===== src/rtl/cpu_pkg.sv =====
package cpu_pkg;

  localparam int OPC_W = 8;

  typedef enum logic [OPC_W-1:0] {
    OP_NOP  = 8'h00,
    OP_ADD  = 8'h01,
    OP_SUB  = 8'h02,
    OP_NOT  = 8'h03,
    OP_AND  = 8'h04,
    OP_OR   = 8'h05,
    OP_XOR  = 8'h06,
    OP_SHL  = 8'h07,
    OP_SHR  = 8'h08,
    OP_JMP  = 8'h10,
    OP_JEQ  = 8'h11,
    OP_JNE  = 8'h12,
    OP_JLT  = 8'h13,
    OP_JLE  = 8'h14,
    OP_CALL = 8'h18,
    OP_RET  = 8'h19
  } opcode_e;

  // three phases per instruction: address out, word captured, execute
  typedef enum logic [1:0] {
    ST_FETCH = 2'd0,
    ST_LATCH = 2'd1,
    ST_EXEC  = 2'd2
  } phase_e;

endpackage


===== src/rtl/cpu_regfile.sv =====
module cpu_regfile #(
  parameter int W = 32,
  parameter int N = 16
) (
  input  logic                 clk,
  input  logic                 rst_n,
  input  logic                 we,
  input  logic [$clog2(N)-1:0] wsel,
  input  logic [W-1:0]         wdata,
  input  logic [$clog2(N)-1:0] sel_p,
  input  logic [$clog2(N)-1:0] sel_x,
  input  logic [$clog2(N)-1:0] sel_y,
  input  logic [$clog2(N)-1:0] sel_d,
  output logic [W-1:0]         val_p,
  output logic [W-1:0]         val_x,
  output logic [W-1:0]         val_y,
  output logic [W-1:0]         val_d
);

  logic [W-1:0] regs [N];

  always_ff @(posedge clk or negedge rst_n) begin
    if (!rst_n) begin
      for (int i = 0; i < N; i++) regs[i] <= '0;
    end else if (we) begin
      regs[wsel] <= wdata;
    end
  end

  assign val_p = regs[sel_p];
  assign val_x = regs[sel_x];
  assign val_y = regs[sel_y];
  assign val_d = regs[sel_d];

endmodule


===== src/rtl/cpu_alu.sv =====
module cpu_alu
  import cpu_pkg::*;
#(
  parameter int W = 32
) (
  input  logic [OPC_W-1:0] opc,
  input  logic [W-1:0]     x,
  input  logic [W-1:0]     y,
  output logic [W-1:0]     res,
  output logic             writes
);

  localparam int SH_W = $clog2(W);

  function automatic logic [W-1:0] calc(logic [OPC_W-1:0] o, logic [W-1:0] a, logic [W-1:0] b);
    case (opcode_e'(o))
      OP_ADD:  return a + b;
      OP_SUB:  return a - b;
      OP_NOT:  return ~a;
      OP_AND:  return a & b;
      OP_OR:   return a | b;
      OP_XOR:  return a ^ b;
      OP_SHL:  return a << b[SH_W-1:0];
      OP_SHR:  return a >> b[SH_W-1:0];
      default: return '0;
    endcase
  endfunction

  function automatic logic is_alu(logic [OPC_W-1:0] o);
    case (opcode_e'(o))
      OP_ADD, OP_SUB, OP_NOT, OP_AND, OP_OR, OP_XOR, OP_SHL, OP_SHR: return 1'b1;
      default: return 1'b0;
    endcase
  endfunction

  assign res    = calc(opc, x, y);
  assign writes = is_alu(opc);

endmodule


===== src/rtl/cpu_branch.sv =====
module cpu_branch
  import cpu_pkg::*;
#(
  parameter int W  = 32,
  parameter int AW = 16
) (
  input  logic [OPC_W-1:0] opc,
  input  logic [W-1:0]     a,
  input  logic [W-1:0]     b,
  input  logic [AW-1:0]    target,
  input  logic [AW-1:0]    pc,
  input  logic [AW-1:0]    ret_addr,
  output logic             taken,
  output logic [AW-1:0]    next_pc,
  output logic [AW-1:0]    link,
  output logic             save_ret
);

  function automatic logic decide(logic [OPC_W-1:0] o, logic [W-1:0] l, logic [W-1:0] r);
    logic eq;
    logic lt;
    eq = (l == r);
    lt = ($signed(l) < $signed(r));
    case (opcode_e'(o))
      OP_JMP, OP_CALL, OP_RET: return 1'b1;
      OP_JEQ:  return eq;
      OP_JNE:  return !eq;
      OP_JLT:  return lt;
      OP_JLE:  return lt || eq;
      default: return 1'b0;
    endcase
  endfunction

  always_comb begin
    link     = pc + AW'(1);
    taken    = decide(opc, a, b);
    save_ret = (opc == OP_CALL);
    if (!taken)             next_pc = link;
    else if (opc == OP_RET) next_pc = ret_addr;
    else                    next_pc = target;
  end

endmodule


===== src/rtl/cpu_core.sv =====
module cpu_core
  import cpu_pkg::*;
#(
  parameter int DATA_W = 32,
  parameter int ADDR_W = 16,
  parameter int NREG   = 16
) (
  input  logic                    clk,
  input  logic                    rst_n,
  output logic [ADDR_W-1:0]       mem_addr,
  input  logic [DATA_W-1:0]       mem_rdata,
  input  logic [$clog2(NREG)-1:0] dbg_sel,
  output logic [DATA_W-1:0]       dbg_data
);

  localparam int RSEL_W  = $clog2(NREG);
  localparam int OPC_LSB = DATA_W - OPC_W;
  localparam int A_LSB   = OPC_LSB - RSEL_W;
  localparam int B_LSB   = A_LSB - RSEL_W;
  localparam int C_LSB   = B_LSB - RSEL_W;

  phase_e              phase;
  logic [ADDR_W-1:0]   pc;
  logic [ADDR_W-1:0]   ret_q;
  logic [DATA_W-1:0]   ir;

  logic [OPC_W-1:0]    opc;
  logic [RSEL_W-1:0]   fa, fb, fc;
  logic [ADDR_W-1:0]   target;
  logic [DATA_W-1:0]   val_a, val_x, val_y;
  logic [DATA_W-1:0]   alu_res;
  logic                alu_wr;

  // named events used by the bound checker
  logic                ex_fire;
  logic                ex_taken;
  logic [ADDR_W-1:0]   ex_target;
  logic [ADDR_W-1:0]   link;
  logic                save_ret;
  logic                wr_en;

  assign opc    = ir[DATA_W-1 -: OPC_W];
  assign fa     = ir[A_LSB +: RSEL_W];
  assign fb     = ir[B_LSB +: RSEL_W];
  assign fc     = ir[C_LSB +: RSEL_W];
  assign target = ir[ADDR_W-1:0];

  assign ex_fire  = (phase == ST_EXEC);
  assign wr_en    = ex_fire && alu_wr;
  assign mem_addr = pc;

  cpu_regfile #(.W(DATA_W), .N(NREG)) u_rf (
    .clk   (clk),
    .rst_n (rst_n),
    .we    (wr_en),
    .wsel  (fa),
    .wdata (alu_res),
    .sel_p (fa),
    .sel_x (fb),
    .sel_y (fc),
    .sel_d (dbg_sel),
    .val_p (val_a),
    .val_x (val_x),
    .val_y (val_y),
    .val_d (dbg_data)
  );

  cpu_alu #(.W(DATA_W)) u_alu (
    .opc    (opc),
    .x      (val_x),
    .y      (val_y),
    .res    (alu_res),
    .writes (alu_wr)
  );

  // branch operands: rA in the destination slot, rB in the first-source slot
  cpu_branch #(.W(DATA_W), .AW(ADDR_W)) u_br (
    .opc      (opc),
    .a        (val_a),
    .b        (val_x),
    .target   (target),
    .pc       (pc),
    .ret_addr (ret_q),
    .taken    (ex_taken),
    .next_pc  (ex_target),
    .link     (link),
    .save_ret (save_ret)
  );

  always_ff @(posedge clk or negedge rst_n) begin
    if (!rst_n) begin
      phase <= ST_FETCH;
      pc    <= '0;
      ret_q <= '0;
      ir    <= '0;
    end else begin
      case (phase)
        ST_FETCH: phase <= ST_LATCH;
        ST_LATCH: begin
          ir    <= mem_rdata;
          phase <= ST_EXEC;
        end
        default: begin
          pc    <= ex_target;
          if (save_ret) ret_q <= link;
          phase <= ST_FETCH;
        end
      endcase
    end
  end

endmodule


===== config.mk =====
export PLATFORM = sky130hd
export DESIGN_NAME = cpu_core
export DESIGN_NICKNAME = d
export VERILOG_FILES = /design/src/rtl/cpu_pkg.sv /design/src/rtl/cpu_regfile.sv /design/src/rtl/cpu_alu.sv /design/src/rtl/cpu_branch.sv /design/src/rtl/cpu_core.sv
export SDC_FILE = /design/constraint.sdc
export NUM_CORES = 2
export LEC_CHECK = 0
export BUFFER_PORTS_ARGS = -buffer_cell sky130_fd_sc_hd__buf_2
export CORE_UTILIZATION = 45
export DETAILED_ROUTE_END_ITERATION = 12
export PLACE_DENSITY = 0.61
export RECOVER_POWER = 100
export SYNTH_ARGS = -nofsm -noshare
export SYNTH_HDL_FRONTEND = slang
export SYNTH_SLANG_ARGS = --single-unit

===== constraint.sdc =====
create_clock -name clk -period 6.42 [get_ports clk]
set_input_delay 0.321 -clock clk [delete_from_list [all_inputs] [get_ports clk]]
set_output_delay 0.321 -clock clk [all_outputs]
set_load 0.005 [all_outputs]

Yosys cells after proc, flatten, opt, wreduce, memory -nomap -nowiden

Memories as Yosys holds them, arrays and structs flattened.
Index checks and enable logic that the tools add are counted.

ROM bits: 16
Input bits: 38
Output and inout port bits: 48
Memories: 1
Word-level logic and storage cells: 89
Register bits after elaboration: 578

Bitwise operators: 9
Reduce and logical (&&, ||, !) cells: 9
Shifts and indexed selects: 2
Eq/ne operators: 18
Muxes and demuxes: 21
$add $sub $neg: 3
Order comparisons: 6

Memories:

| memory           | depth | width | read ports | clocked after Yosys merged registers in | wr ports | RTL line      | RTL |
|---|---|---|---|---|---|---|---|
| (name not given) | 16    | 1     | 1          | 0                                       | 0        | cpu_alu.sv:30 | `case (opcode_e'(o))` |

Operators by type and width:

| operator                                                               | count |
|---|---|
| 32-bit binary-select mux with 4-bit select                             | 4 |
| 512-bit bitwise mux                                                    | 1 |
| 32-bit two-way mux                                                     | 9 |
| 32-bit case mux with 8 select lines                                    | 1 |
| 32-bit demux with 4-bit select                                         | 1 |
| 8-bit by 5-bit equality test with 1-bit output (second input constant) | 7 |
| 32-bit adder                                                           | 1 |
| 32-bit bitwise AND                                                     | 1 |
| 32-bit equality test                                                   | 1 |
| 8-bit by 3-bit equality test with 1-bit output (second input constant) | 4 |
| 32-bit < comparator                                                    | 1 |
| 16-bit two-way mux                                                     | 2 |
| 32-bit inverter                                                        | 1 |
| 32-bit bitwise OR                                                      | 1 |
| 32-bit by 5-bit left shift with 32-bit output                          | 1 |
| 32-bit by 5-bit >> shifter with 32-bit output                          | 1 |
| 32-bit subtractor                                                      | 1 |
| 32-bit XOR                                                             | 1 |
| 5-bit >= comparator (second input constant)                            | 4 |
| 4-bit inverter with 5-bit output                                       | 4 |
| 16-bit by 1-bit adder with 16-bit output (second input constant)       | 1 |
| 8-bit by 2-bit equality test with 1-bit output (second input constant) | 2 |
| 8-bit by 1-bit equality test with 1-bit output (second input constant) | 1 |
| 8-bit by 4-bit equality test with 1-bit output (second input constant) | 1 |
| 15 further kinds                                                       | 16 |

Depth between registers and ports, before layout

Depth in word-level cells: 8
Gate-level depth with buffers: 30
Mapped depth without buffers: 23

Hierarchy

From an unflattened synthesis, not the netlist that was laid out.

Cell total of the unflattened synthesis: 3712
Area total of the unflattened synthesis: 46427.0 um^2

Modules (own cells, without submodules):

| module      | instances | area each (um^2) | sequential area each (um^2) | cells each |
|---|---|---|---|---|
| cpu_regfile | 1         | 33836.2          | 12812.3                     | 2218 |
| cpu_alu     | 1         | 8331.7           | 0.0                         | 1146 |
| cpu_core    | 1         | 2652.5           | 1651.6                      | 142 |
| cpu_branch  | 1         | 1606.5           | 0.0                         | 206 |

Worst setup path after synthesis

Ideal clock, no wire load.

Path type: register -> register
Start point: register ir[12]
End point: register u_rf.regs[127] in the netlist's numbering
Buffers on the path: 8
Setup time: 0.125 ns
Data required time: 6.295 ns
Clock period less this slack: 6.186 ns
Path slack: 0.234 ns
Data arrival time: 6.061 ns
Cell stages (with the launch flop): 29
Path through: dfrtp_1 -> buf_6 -> buf_12 -> buf_12 -> mux4_2 -> a221oi_4 -> buf_4 -> buf_4 -> buf_4 -> buf_4 -> ha_1 -> nand3_2 -> or3_1 -> nor3b_2 -> nand2_1 -> o31ai_1 -> xnor2_1 -> ha_1 -> and3_1 -> nand4_1 -> a21oi_1 -> nor2_1 -> a221oi_1 -> o211ai_1 -> and3_1 -> mux2i_1 -> o2111ai_2 -> buf_6 -> mux2_4

Longest elaborated chain between the ends: 7
Elaborated cells between the ends (all ways): 13
Classes of those cells: add/sub: 2; shift: 2; mux: 5; bitwise: 4

Ends and longest elaborated chain:

| element                                                  | RTL line          | RTL |
|---|---|---|
| from (decl)                                              | cpu_core.sv:25    | `logic [DATA_W-1:0] ir;` |
| from (signal assigned)                                   | cpu_core.sv:100   | `ir <= mem_rdata;` |
| 4-bit inverter with 5-bit output (implied by the code) * | cpu_regfile.sv:32 | `assign val_y = regs[sel_y];` |
| 32-bit binary-select mux with 4-bit select *             | cpu_regfile.sv:32 |  |
| 32-bit two-way mux (implied by the code) * (2 in a row)  | cpu_regfile.sv:32 |  |
| 32-bit subtractor (tied with other cells)                | cpu_alu.sv:18     | `OP_SUB: return a - b;` |
| 32-bit case mux with 8 select lines *                    | cpu_alu.sv:16     | `case (opcode_e'(o))` |
| 512-bit bitwise mux *                                    | cpu_regfile.sv:26 | `regs[wsel] <= wdata;` |
| to (signal, indexed assignment)                          | cpu_regfile.sv:26 |  |
| to (decl)                                                | cpu_regfile.sv:20 | `logic [W-1:0] regs [N];` |

Every way passes the cells marked *; elsewhere a longest branch is shown, timed or not. The select of a mux whose other input is x is not followed.
A chain may end at the register's enable or synchronous reset.

Final worst setup path

Start point: register ir[12]
End point: register u_rf.regs[351] in the netlist's numbering

The elaborated chain is that of the path after synthesis.

==> reports/results.tsv <==
stage	metric	value	unit
clock_tree	Clock transition at path regs	0.06	ns
worst_setup_path	critical setup path kind	reg2reg	
global_routing	first-pass GRT wire length	250	mm
power_and_ir_drop	Sw Share	29.2	%
worst_setup_path	reg2reg end	u_rf.regs[351]	
placement	Post-Place Setup Slack	0.129	ns
global_routing	GR Overflow Total	0	
clock_tree	insertion delay to the later sink of the worst-skew pair	0.66	ns
power_and_ir_drop	combinational share of power	18.8	%
clock_tree	clk buf depth	3	
status	status	complete, but fails checks	
timing	final clock skew	0.0226	ns
worst_setup_path	Top delay family on crit path	simple AND/OR/NAND/NOR gates	
power_and_ir_drop	Switch Pwr	2.95	mW
clock_tree	sinks on the clock net	578	
yosys	Post-Syn Area	45800	um2
timing	min Tclk post-route	6.18	ns
layout	Layout fillers	9011	
worst_setup_path	R2R Setup Slk	0.24	ns
timing	fin. max-slew vios	211	
timing	Worst slew margin	-276	%
power_and_ir_drop	Leak Pwr	21.7	nW
detailed_routing	wire per inst	30.4	um
status	failing checks	max-capacitance violations, max-slew violations	
power_and_ir_drop	Peak supply drop	0.244	mV
global_routing	All-Layer GR Usage	32.8	%
timing	fmax	162	MHz
floorplanning	I/O pin count	86	
global_routing	initial antenna violation count	2	
floorplanning	core box area	100000	um2
worst_setup_path	worst-path maximum fanout	16	
yosys	Unique masters post-synth	104	
floorplanning	Die Y	321	um
timing	Final Hold Fails	0	
yosys	Yosys reg bits	578	
layout	P&R area growth vs syn	11.4	%
detailed_routing	Vias/cell	6.79	
layout	most common cell after layout, fill and taps aside	mux4_2	
yosys	Synthesized Nets	4199	
yosys	synthesized instance count	4030	
floorplanning	die area	103000	um2
yosys	top_reg_cell synth	dfrtp_1	
timing	unrepaired setup endpoints after global routing	yes	
yosys	Ys Warns	0	
worst_setup_path	Reg2Reg Depth	24	
detailed_routing	DR vias	37263	
worst_setup_path	Worst setup SP type	flip-flop	
power_and_ir_drop	cell-internal power	7.18	mW
power_and_ir_drop	sequential share of power	38.9	%
clock_tree	H-tree lvl count	3	
placement	routability cong.	1.03	
layout	final net count	4243	
placement	Post-DP HPWL	114	mm
global_routing	vias in the first global route	36589	
worst_setup_path	slowest CP cell	mux4_1	
clock_tree	Root Driver	clkbuf_16	
worst_hold_path	Tightest Hold Check Type	in2reg	
worst_setup_path	Crit path arrival time	6.71	ns
worst_setup_path	CP Cell Sequence	buf_12 > mux4_1 > a22oi_1 > and2_2 > ha_1 > nand3_2 > or3_1 > nor3b_4 > nand2_1 > o31ai_1 > xnor2_1 > ha_1 > and3_1 > nand4_1 > a21oi_1 > nor2_1 > a221oi_2 > buf_4 > o211ai_1 > and3_1 > mux2i_1 > o2111ai_2 > buf_12 > mux2_2	
worst_setup_path	worst endpoint required time	6.95	ns
detailed_routing	total length of routed wires	167	mm
power_and_ir_drop	Tot Pwr	10.1	mW
detailed_routing	Pre-antenna DRT Iters	5	
yosys	number of flops mapped to enable cells by yosys	0	
clock_tree	Num CTS Buffers	70	
layout	commonest non-fill, non-tap cells in the layout	mux4_2, dfrtp_1, nor2_1	
placement	port bufs	85	
detailed_routing	First DRT Iteration DRCs	4324	
yosys	FFs w/ async S/R, synth	100	%
layout	share of post-route cells with drive strength above 1	30.4	%
worst_hold_path	Hold Path End	ir[15]	
detailed_routing	antenna-violating nets left	0	
worst_setup_path	critical path endpoint category	flip-flop	
timing	final worst-path cycle share	96.2	%
worst_setup_path	Largest stage delay, worst path	0.57	ns
clock_tree	setup repair bufs after CTS	0	
timing	Finish-stage setup viols	0	
floorplanning	initial core utilization	45.6	%
global_routing	largest net degree at the start of global routing	157	
worst_hold_path	min-delay src	mem_rdata[15]	
power_and_ir_drop	clock network power share	42.2	%
clock_tree	CTS tree	built	
timing	Worst-Margin Slew	5.64	ns
timing	final worst slack	0.242	ns
worst_setup_path	CP bufs+invs	3	
yosys	sequential share of the synthesized area	31.6	%
worst_hold_path	worst hold path stage count	3	
floorplanning	Row Count	116	
worst_setup_path	worst reg2reg path startpoint	ir[12]	
power_and_ir_drop	PwrDens	199	nW/um2
flow_run	Max Cap Viol	5	
yosys	Post-Syn Area per Cell	11.4	um2
floorplanning	Die W	321	um
detailed_routing	DRC viols	0	
-- cell usage after synthesis (55+ instances only) --
master | n | area share [%]
buf_2 | 55 | 0.60
o21ai_0 | 93 | 1.0
nor2_1 | 542 | 4.4
dfrtp_1 | 578 | 32
mux2i_1 | 184 | 4.0
inv_1 | 82 | 0.67
a22oi_1 | 56 | 0.92
nand2_1 | 164 | 1.3
mux4_2 | 569 | 28
mux2_2 | 189 | 4.7
a21oi_1 | 483 | 5.3
ha_1 | 130 | 3.6
xnor2_1 | 58 | 1.1
clkbuf_1 | 214 | 1.8
-- how the worst max path moves through the flow --
| stage | start | endpoint | slack (ns) | cells past startpoint |
|---|---|---|---|---|
| 2_1_floorplan | ir[12] | u_rf.regs[127] | 0.23 | 28 |
| 3_3_place_gp | ir[12] | u_rf.regs[511] | 0.17 | 23 |
| 3_5_place_dp | ir[12] | u_rf.regs[351] | 0.13 | 24 |
| 4_1_cts | ir[12] | u_rf.regs[415] | 0.08 | 23 |
| 5_1_grt | rst_n | u_rf.regs[200] | -0.09 | 2 |
| 6_report | ir[12] | u_rf.regs[351] | 0.24 | 24 |
-- metrics by stage --
stage / hold slack (ns) / cells / cell area (um2) / setup TNS, ns / util (%)
final: 0.0448 / 5485 / 51000 / 0 / 50.7
after floorplan: 0.0254 / 4030 / 45800 / 0 / -
after detailed placement: 0.423 / 5327 / 48300 / 0 / 48.1
after CTS: 0.00412 / 5483 / 51000 / 0 / 50.8
after global placement: 0.425 / 5327 / 48300 / 0 / 48.1
after global routing: 0.0129 / 5483 / 51000 / -7.47 / 50.7
-- metal layers --
layer / routed length [um] / track usage, %
met1: 67200 / 45.3
met3: 14800 / 5.95
met5: 22 / 0
met4: 7360 / 13.6
met2: 77400 / 51.0
-- power by group through the flow --
| stage | clock network (mW) | registers (mW) | logic (mW) |
|---|---|---|---|
| 2_1_floorplan | 0 | 3.91 | 1.28 |
| 5_1_grt | 4.49 | 3.96 | 2.04 |
| 4_1_cts | 4.35 | 3.94 | 1.89 |
| 3_3_place_gp | 0 | 4.00 | 1.85 |
| 3_5_place_dp | 0 | 4.00 | 1.86 |
| 6_report | 4.28 | 3.95 | 1.91 |
-- registers in the layout, indices dropped and copies added (netlist names) --
register and flops:
ir 32, u_rf.regs 512, mem_addr 16, phase 2, ret_q 16
-- kinds of logic after synthesis --
logic type,synth area share (%)
compound gates,12.8
xor+xnor,1.38
fa+ha+maj,3.60
buf+inv,4.75
flops,31.6
mux,37.3
simple gates,8.55
-- worst min-delay path: cells and delay by family --
family	cells	cell delay (ns)
compound gates	1	0.12
simple gates	1	0.06
buf+inv	1	0.14
-- layout make-up --
class / instances / area [um2] / area share, %
clock inverter: 28 / 427 / 0.837
sequential: 578 / 14500 / 28.4
tap: 1357 / 1700 / 3.33
inverter: 95 / 359 / 0.705
clock buffer: 96 / 2010 / 3.95
multi-input combinational: 2986 / 29300 / 57.4
antenna: 2 / 5.00 / 0.00982
timing repair buffer: 343 / 2700 / 5.29
-- repair_timing --
action,4_1_cts,5_1_grt
hold endpoints to repair,119,0
endpoints found under the setup margin,0,68
resized for setup,0,4
hold buffers,32,0
No activity file was read; power rests on OpenSTA's default activity.
